`src/rtl/trap_pkg.sv`:
```
package trap_pkg;
  localparam logic [2:0] CAUSE_HWEXC = 3'd0;
  localparam logic [2:0] CAUSE_MMU   = 3'd1;
  localparam logic [2:0] CAUSE_IRQ   = 3'd2;
  localparam logic [2:0] CAUSE_BRK   = 3'd3;

  typedef enum logic [1:0] {
    RET_PC,
    RET_PC_PLUS4,
    RET_REEXEC
  } retMode_e;

  typedef struct packed {
    logic     commit;
    logic     err;
    logic     saveEsr;
    logic     setEip;
    logic     setBip;
    logic     clrIe;
    retMode_e retMode;
    logic [4:0] linkIdx;
    logic [7:0] vecOff;
  } trapCtrl_t;
endpackage

```
`src/rtl/trap_ctrl.sv`:
```
module trap_ctrl
  import trap_pkg::*;
#(
  parameter logic [4:0] LINK_EXC = 5'd17,
  parameter logic [4:0] LINK_IRQ = 5'd14,
  parameter logic [4:0] LINK_BRK = 5'd16,
  parameter logic [7:0] OFF_EXC  = 8'h20,
  parameter logic [7:0] OFF_IRQ  = 8'h10,
  parameter logic [7:0] OFF_BRK  = 8'h18
) (
  input  logic       trapReq,
  input  logic [2:0] trapCause,
  input  logic       excSupport,
  output trapCtrl_t  ctrl
);
  always_comb begin
    ctrl = '0;
    ctrl.retMode = RET_PC;
    if (trapReq) begin
      unique case (trapCause)
        CAUSE_HWEXC: begin
          ctrl.commit  = excSupport;
          ctrl.saveEsr = 1'b1;
          ctrl.setEip  = 1'b1;
          ctrl.retMode = RET_PC_PLUS4;
          ctrl.linkIdx = LINK_EXC;
          ctrl.vecOff  = OFF_EXC;
        end
        CAUSE_MMU: begin
          ctrl.commit  = 1'b1;
          ctrl.saveEsr = 1'b1;
          ctrl.setEip  = 1'b1;
          ctrl.retMode = RET_REEXEC;
          ctrl.linkIdx = LINK_EXC;
          ctrl.vecOff  = OFF_EXC;
        end
        CAUSE_IRQ: begin
          ctrl.commit  = 1'b1;
          ctrl.clrIe   = 1'b1;
          ctrl.linkIdx = LINK_IRQ;
          ctrl.vecOff  = OFF_IRQ;
        end
        CAUSE_BRK: begin
          ctrl.commit  = 1'b1;
          ctrl.setBip  = 1'b1;
          ctrl.linkIdx = LINK_BRK;
          ctrl.vecOff  = OFF_BRK;
        end
        default: ctrl.err = 1'b1;
      endcase
    end
  end
endmodule

```
`src/rtl/trap_datapath.sv`:
```
module trap_datapath
  import trap_pkg::*;
#(
  parameter int XLEN    = 32,
  parameter int ESR_W   = 32,
  parameter int DS_BIT  = 12,
  parameter int IE_BIT  = 1,
  parameter int BIP_BIT = 3,
  parameter int EIP_BIT = 9,
  parameter int UM_BIT  = 11,
  parameter int VM_BIT  = 13
) (
  input  logic             clk,
  input  logic             rstN,
  input  trapCtrl_t        ctrl,
  input  logic [XLEN-1:0]  baseVector,
  input  logic [XLEN-1:0]  pc,
  input  logic [XLEN-1:0]  curStatus,
  input  logic [ESR_W-1:0] curEsr,
  input  logic [XLEN-1:0]  branchTarget,
  input  logic             inDelaySlot,
  input  logic             immPrefix,
  input  logic             immBranch,
  output logic             pcWe,
  output logic [XLEN-1:0]  pcNext,
  output logic             linkWe,
  output logic [4:0]       linkIdx,
  output logic [XLEN-1:0]  linkData,
  output logic             statusWe,
  output logic [XLEN-1:0]  statusNext,
  output logic             esrWe,
  output logic [ESR_W-1:0] esrNext,
  output logic             btrWe,
  output logic [XLEN-1:0]  btrNext,
  output logic             flagClr,
  output logic             resvClr,
  output logic             causeErr
);
  localparam int UMS_BIT = UM_BIT + 1;
  localparam int VMS_BIT = VM_BIT + 1;
  localparam logic [XLEN-1:0] STEP = XLEN'(4);

  logic [XLEN-1:0]  retAddr;
  logic [XLEN-1:0]  statusAdj;
  logic [ESR_W-1:0] esrAdj;

  always_comb begin
    unique case (ctrl.retMode)
      RET_PC_PLUS4: retAddr = pc + STEP;
      RET_REEXEC: begin
        if (inDelaySlot)    retAddr = immBranch ? pc - (STEP << 1) : pc - STEP;
        else if (immPrefix) retAddr = pc - STEP;
        else                retAddr = pc;
      end
      default: retAddr = pc;
    endcase
  end

  always_comb begin
    statusAdj = curStatus;
    if (ctrl.clrIe)  statusAdj[IE_BIT]  = 1'b0;
    if (ctrl.setBip) statusAdj[BIP_BIT] = 1'b1;
    if (ctrl.setEip) statusAdj[EIP_BIT] = 1'b1;
    statusAdj[UMS_BIT] = curStatus[UM_BIT];
    statusAdj[VMS_BIT] = curStatus[VM_BIT];
    statusAdj[UM_BIT]  = 1'b0;
    statusAdj[VM_BIT]  = 1'b0;
  end

  always_comb begin
    esrAdj = curEsr;
    esrAdj[DS_BIT] = inDelaySlot;
  end

  always_ff @(posedge clk or negedge rstN) begin
    if (!rstN) begin
      pcWe       <= 1'b0;
      pcNext     <= '0;
      linkWe     <= 1'b0;
      linkIdx    <= '0;
      linkData   <= '0;
      statusWe   <= 1'b0;
      statusNext <= '0;
      esrWe      <= 1'b0;
      esrNext    <= '0;
      btrWe      <= 1'b0;
      btrNext    <= '0;
      flagClr    <= 1'b0;
      resvClr    <= 1'b0;
      causeErr   <= 1'b0;
    end else begin
      pcWe     <= ctrl.commit;
      linkWe   <= ctrl.commit;
      statusWe <= ctrl.commit;
      flagClr  <= ctrl.commit;
      resvClr  <= ctrl.commit;
      esrWe    <= ctrl.commit & ctrl.saveEsr;
      btrWe    <= ctrl.commit & ctrl.saveEsr & inDelaySlot;
      causeErr <= ctrl.err;
      if (ctrl.commit) begin
        pcNext     <= baseVector + XLEN'(ctrl.vecOff);
        linkIdx    <= ctrl.linkIdx;
        linkData   <= retAddr;
        statusNext <= statusAdj;
        if (ctrl.saveEsr) esrNext <= esrAdj;
        if (ctrl.saveEsr && inDelaySlot) btrNext <= branchTarget;
      end
    end
  end
endmodule

```
`src/rtl/trap_entry_unit.sv`:
```
module trap_entry_unit
  import trap_pkg::*;
#(
  parameter int XLEN    = 32,
  parameter int ESR_W   = 32,
  parameter int DS_BIT  = 12,
  parameter int IE_BIT  = 1,
  parameter int BIP_BIT = 3,
  parameter int EIP_BIT = 9,
  parameter int UM_BIT  = 11,
  parameter int VM_BIT  = 13
) (
  input  logic             clk,
  input  logic             rstN,
  input  logic             trapReq,
  input  logic [2:0]       trapCause,
  input  logic             excSupport,
  input  logic [XLEN-1:0]  baseVector,
  input  logic [XLEN-1:0]  pc,
  input  logic [XLEN-1:0]  curStatus,
  input  logic [ESR_W-1:0] curEsr,
  input  logic [XLEN-1:0]  branchTarget,
  input  logic             inDelaySlot,
  input  logic             immPrefix,
  input  logic             immBranch,
  output logic             pcWe,
  output logic [XLEN-1:0]  pcNext,
  output logic             linkWe,
  output logic [4:0]       linkIdx,
  output logic [XLEN-1:0]  linkData,
  output logic             statusWe,
  output logic [XLEN-1:0]  statusNext,
  output logic             esrWe,
  output logic [ESR_W-1:0] esrNext,
  output logic             btrWe,
  output logic [XLEN-1:0]  btrNext,
  output logic             flagClr,
  output logic             resvClr,
  output logic             causeErr
);
  trapCtrl_t ctrl;

  trap_ctrl uCtrl (
    .trapReq    (trapReq),
    .trapCause  (trapCause),
    .excSupport (excSupport),
    .ctrl       (ctrl)
  );

  trap_datapath #(
    .XLEN(XLEN), .ESR_W(ESR_W), .DS_BIT(DS_BIT), .IE_BIT(IE_BIT),
    .BIP_BIT(BIP_BIT), .EIP_BIT(EIP_BIT), .UM_BIT(UM_BIT), .VM_BIT(VM_BIT)
  ) uDatapath (
    .clk(clk), .rstN(rstN), .ctrl(ctrl),
    .baseVector(baseVector), .pc(pc), .curStatus(curStatus), .curEsr(curEsr),
    .branchTarget(branchTarget), .inDelaySlot(inDelaySlot),
    .immPrefix(immPrefix), .immBranch(immBranch),
    .pcWe(pcWe), .pcNext(pcNext), .linkWe(linkWe), .linkIdx(linkIdx),
    .linkData(linkData), .statusWe(statusWe), .statusNext(statusNext),
    .esrWe(esrWe), .esrNext(esrNext), .btrWe(btrWe), .btrNext(btrNext),
    .flagClr(flagClr), .resvClr(resvClr), .causeErr(causeErr)
  );
endmodule

```
`config.mk`:
```
export PLATFORM = sky130hd
export DESIGN_NAME = trap_entry_unit
export DESIGN_NICKNAME = d
export VERILOG_FILES = /design/src/rtl/trap_pkg.sv /design/src/rtl/trap_ctrl.sv /design/src/rtl/trap_datapath.sv /design/src/rtl/trap_entry_unit.sv
export SDC_FILE = /design/constraint.sdc
export NUM_CORES = 1
export LEC_CHECK = 0
export ABC_AREA = 1
export BUFFER_PORTS_ARGS = -buffer_cell sky130_fd_sc_hd__buf_4
export CORE_UTILIZATION = 46
export DETAILED_ROUTE_END_ITERATION = 10
export PLACE_DENSITY_LB_ADDON = 0.15
export SYNTH_ARGS = -nofsm -noshare
export SYNTH_HDL_FRONTEND = slang
export SYNTH_SLANG_ARGS = --single-unit
```
`constraint.sdc`:
```
create_clock -name clk -period 1.1 [get_ports clk]
set_input_delay 0.22 -clock clk [delete_from_list [all_inputs] [get_ports clk]]
set_output_delay 0.22 -clock clk [all_outputs]
set_load 0.05 [all_outputs]
```
---- Word-level counts from Yosys, hierarchy flattened ----
Cells that the tools add are included.
storage, ports and cells
  flip-flop bits (word level) ............. 167
  bits of input ports ..................... 170
cells by class
  $add $sub $neg .......................... 4
  eq/ne operators ......................... 5
  muxes and demuxes ....................... 15
  bitwise operators ....................... 2
  reductions and logical operators ........ 7
operator list
  kind                   count
  $mux 32                3
  $pmux 32 s2            1
  $pmux 13 s3            1
  $add 32x3->32 const B  1
  $add 32x8->32          1
  $sub 32x3->32 const B  1
  $sub 32x4->32 const B  1
  $mux 21                1
  $eq 3x2->1 const B     2
  $mux 1                 6
  $pmux 2 s2             1
  $reduce_and 2->1       2
  $reduce_or 4->1        1
  $eq 3x1->1 const B     1
  $logic_not 3->1        1
  $reduce_or 3->1        1
  $and 1x1->1            2
  $eq 2x1->1 const B     1
  $eq 2x2->1 const B     1
  $mux 2                 1
  $pmux 1 s2             1
  $reduce_or 2->1        1
  $logic_and 1x1->1      1

---- Logic depth before layout (Yosys ltp) ----
  word-level depth ........................ 6
  depth in mapped cells ................... 17
  gate-level depth less buffers ........... 16

---- Hierarchy ----
Synthesis repeated with hierarchy kept, for this count alone.
unflattened totals
  cell total of the unflattened synthesis .. 1500
  area, all modules ....................... 10352.4 µm²
by module, submodules not included
  module         instances  cells an instance  area each (µm²)
  trap_datapath  1          1468               10188.5
  trap_ctrl      1          32                 163.9

---- Worst setup path after synthesis ----
Ideal clock, no wire load.
  path kind ............................... input to register
  start ................................... input port trapReq
  end ..................................... register uDatapath.pcNext[29]
  library setup time ...................... 0.118 ns
  arrival ................................. 2.060 ns
  setup slack ............................. -1.077 ns
  cell stages on the path ................. 16
  buffers on the path ..................... 0
  cells stage by stage .................... inv_1 nor2_1 inv_2 nor2_1 ha_1 inv_1 fa_1 inv_1 nand2_1 a21oi_1 inv_1 nor2_2 nand4_1 xnor2_1 nand2_1 nand2_1
between the ends
  word-level cells in the longest chain between the ends .. 2
RTL lines
  item                  line                   text
  from (decl)           trap_entry_unit.sv:15  input logic trapReq,
  $mux 21 *             trap_ctrl.sv:19        if (trapReq) begin
  $add 32x8->32         trap_datapath.sv:101   pcNext <= baseVector + XLEN'(ctrl.vecOff);
  to (signal assigned)  trap_datapath.sv:101
  to (decl)             trap_datapath.sv:25    output logic [XLEN-1:0] pcNext,
Mark *: on every way between the ends. The rest lies on a longest branch, timed or not.
A chain may end at the register's enable or synchronous reset.

---- Worst setup path after layout ----
  start ................................... input port trapCause[2]
  end ..................................... register uDatapath.linkData[7]
between the ends
  word-level cells in the longest chain between the ends .. 5
RTL lines
  item                                                  line                   text
  from (decl)                                           trap_entry_unit.sv:16  input logic [2:0] trapCause,
  $eq 3x1->1 / $logic_not 3->1 (equally long branches)  trap_ctrl.sv:20        unique case (trapCause)
  $pmux 2 s2                                            trap_ctrl.sv:20
  $mux 21 *                                             trap_ctrl.sv:19
  $eq 2x2->1 / $eq 2x1->1 (equally long branches)       trap_datapath.sv:48    unique case (ctrl.retMode)
  $pmux 32 s2                                           trap_datapath.sv:48
  to (signal assigned)                                  trap_datapath.sv:103   linkData <= retAddr;
  to (decl)                                             trap_datapath.sv:28    output logic [XLEN-1:0] linkData,
Marked as above.

==> out/results.ini <==
[global_routing]
grt_max_degree = 64
grt_pass1_vias = 13155
overflow = 0
grt_pass1_wl_um = 67200
antenna_found_initial = 0
grtUsageTotal = 0.393

[logic_synthesis]
syn_area_per_cell_um2 = 6.88
synthesis.area_um2 = 9970
synth_warnings = 0
syn_inst = 1448
ys_ff_latch = 165
ys_types = 47
yosysSeqAreaShare = 0.414

[worst_setup_path]
cp_data_arrival_time_ns = 2.30
path_class = primary input to register
worstSetupEndpointType = register
start_kind = primary input
crit_required_ns = 1.46
reg2reg_from = uDatapath.linkData[25]
ff2ff_path_depth = 3
crit_path_start = trapCause[2]
critPathMaxFanout = 8

[cells_and_area]
antenna-diode-count = 0
layout.nets = 2325
areaGrowthSynthToFinish_pct = 80.2
drive_above_1_share = 0.410
final_area_um2 = 18000
fill_cells = 1182

[sta]
relSlewSlack = 0.657
grt_setup_unrepaired = yes
max_freq_mhz = 517
fin_crit_sh = 1.76
drv_slew = 0
period_minus_slack_ns = 1.93
hold_viol_final = 3
setup_viol = 305
tightest_slew_ns = 0.512
finalClockSkew_ns = 0
holdWs_ns = -0.00444
layout_setup_ws_ns = -0.835

[route]
final_antenna_net_count = 0
drtPass1Iterations = 8
routed_wl_um = 48300
first_iter_violations = 1239
vias = 13568
route.detailed.drc = 0
routed_via_density = 5.58
wl_per_cell_um = 19.9

[power_and_ir_drop]
p_per_area_nw_per_um2 = 1340
peakVddDrop_uv = 1220
leakage_nw = 9.11

[cts]
htreeDepth = 4
cts_tree = done
numCtsBuffers = 17
clock_latency_ns = 0.44
clockBufferDepth = 2
clkTransAtPathRegs_ns = 0.07
root_buffer = clkbuf_16
cts_sinks = 165

[place]
placed_area_um2 = 14700
portBuffers = 337
dp_slack_ns = -1.25
globalplace.congestion = 0.985
dpl.hpwl_um = 28900

[floorplanning]
boundaryPins = 343
fp.dieW_um = 149
die_area_um2 = 22300
start_util = 0.471
rows = 53
core_area_um2 = 21200
die_h_um = 149

[worst_hold_path]
min-delay-path-class = primary input to register
hold_depth = 3
worstHoldStart = branchTarget[20]

[status]
violations = negative hold slack, negative setup slack
status = finished with violations

[run]
max_cap_violations = 0

-- final timing paths --
check | endpoint | slack [ns]
min reg2reg | uDatapath.statusNext[14] | 0.48
min | uDatapath.btrNext[20] | -0.004
max in group asynchronous | uDatapath.pcNext[7] | 0.32
min in group asynchronous | uDatapath.esrNext[29] | 0.23
max | uDatapath.linkData[7] | -0.83
max reg2reg | uDatapath.linkData[25] | 0.14
-- cells in the mapped netlist, drive strengths merged --
library cell,n,area [um2]
clkbuf,28,105
or2,9,56.3
nor3b,1,7.51
a31o,2,17.5
o211ai,16,120
a211oi,1,7.51
nor2,142,619
o221ai,3,26.3
ha,10,125
xor2,16,140
nor4,2,12.5
nand3,110,556
o21ai,58,290
nor3,29,178
a22o,1,8.76
and2,2,12.5
fa,1,20.0
nand2,603,2270
a31oi,6,37.5
conb,1,3.75
o22ai,2,12.5
nand4,29,188
buf,42,260
o22a,1,8.76
a41oi,1,8.76
dfrtp,165,4130
o31ai,2,15.0
a21oi,49,249
o311ai,1,8.76
inv,107,402
a221oi,1,8.76
xnor2,6,52.6
o2111ai,1,8.76
-- report_power, final --
part	switching [mW]	total [mW]	internal [mW]
logic	6.58	10.1	3.50
registers	0.809	7.87	7.06
clock network	3.09	6.19	3.10
total	10.5	24.1	13.7
-- cell families after synthesis --
family | synth area share
AND/OR/NAND/NOR | 0.391
buffers and inverters | 0.0769
flip-flops | 0.414
AO/OA/AOI/OAI | 0.0831
XOR/XNOR | 0.0193
adder cells (fa/ha/maj) | 0.0146
other | 0.000376
-- final cells by class --
class,instances,area [um2],area share
timing repair buffer,742,6500,0.362
multi-input combinational,1107,5870,0.327
clock buffer,18,439,0.0245
clock inverter,14,156,0.00871
inverter,107,464,0.0258
sequential,165,4130,0.230
timing repair inverter,4,63.8,0.00355
tap,275,344,0.0192
-- metal layers --
layer  track usage  part of all wire
met4         0.217             0.064
met2         0.669              0.48
met5             0                 0
met3        0.0890             0.097
met1         0.458              0.36
-- flip-flops by register name (all words and copies together) (netlist names) --
| name | count |
|---|---|
| uDatapath.pcNext | 32 |
| uDatapath.linkData | 32 |
| uDatapath.esrNext | 32 |
| uDatapath.causeErr | 1 |
| uDatapath.btrWe | 1 |
| uDatapath.pcWe | 1 |
| uDatapath.btrNext | 32 |
| uDatapath.linkIdx | 3 |
| uDatapath.statusNext | 30 |
| uDatapath.esrWe | 1 |
-- placed cells by master, fill, tap and decap left out, types with 4 or more instances in the layout --
cell type,netlist,layout
nand2_1,599,530
buf_4,15,530
dfrtp_1,165,164
nor2_1,129,115
nand3_1,109,97
buf_6,3,94
dlygate4sd3_1,0,89
inv_1,100,88
nand2_2,4,52
a21oi_1,48,32
nand4_1,28,28
o21ai_1,7,27
o21ai_0,51,26
nand2_4,0,20
nor2_4,8,19
nor3_1,25,18
clkbuf_16,0,18
buf_12,0,17
o211ai_1,16,16
xor2_1,16,15
a21oi_2,1,13
nand3_2,1,11
inv_2,7,9
buf_8,0,8
nor2_2,4,7
or2_2,9,7
nor3_4,2,6
ha_1,10,6
inv_6,0,5
clkinv_8,0,5
nor3_2,2,5
inv_8,0,5
inv_4,0,4
a21oi_4,0,4
xnor2_1,6,4
a31oi_1,6,4
o21ai_2,0,4
-- per-stage QoR --
step | total power, mW | setup TNS, ns | cells | util
global route | 24.9 | -112.72 | 2432 | 0.849
CTS | 23.2 | -69.96 | 2416 | 0.815
floorplan | 12.9 | -61.67 | 1449 | -
detailed placement | 16.5 | -125.02 | 2257 | 0.695
global placement | 16.4 | -116.26 | 2257 | 0.695
finish | 24.1 | -101.45 | 2432 | 0.849
-- critical path, cell delays in order --
cell        delay (ns)
buf_6             0.10
nor2_4            0.13
inv_4             0.06
buf_4             0.14
nor2_4            0.14
inv_2             0.09
nor2_4            0.19
ha_4              0.26
nor2_4            0.12
clkinvlp_4        0.25
buf_6             0.20
o221ai_2          0.15
nand2_1           0.09
o21ai_1           0.15
-- timing repair --
item,in CTS,in global routing
gates cloned,5,5
resized for setup,193,161
hold buffers,89,0
buffers inserted,34,17
hold endpoints to repair,252,0
setup endpoints to repair,326,324
pin swaps,59,67
Note: power is estimated with default switching activity, not from simulation.
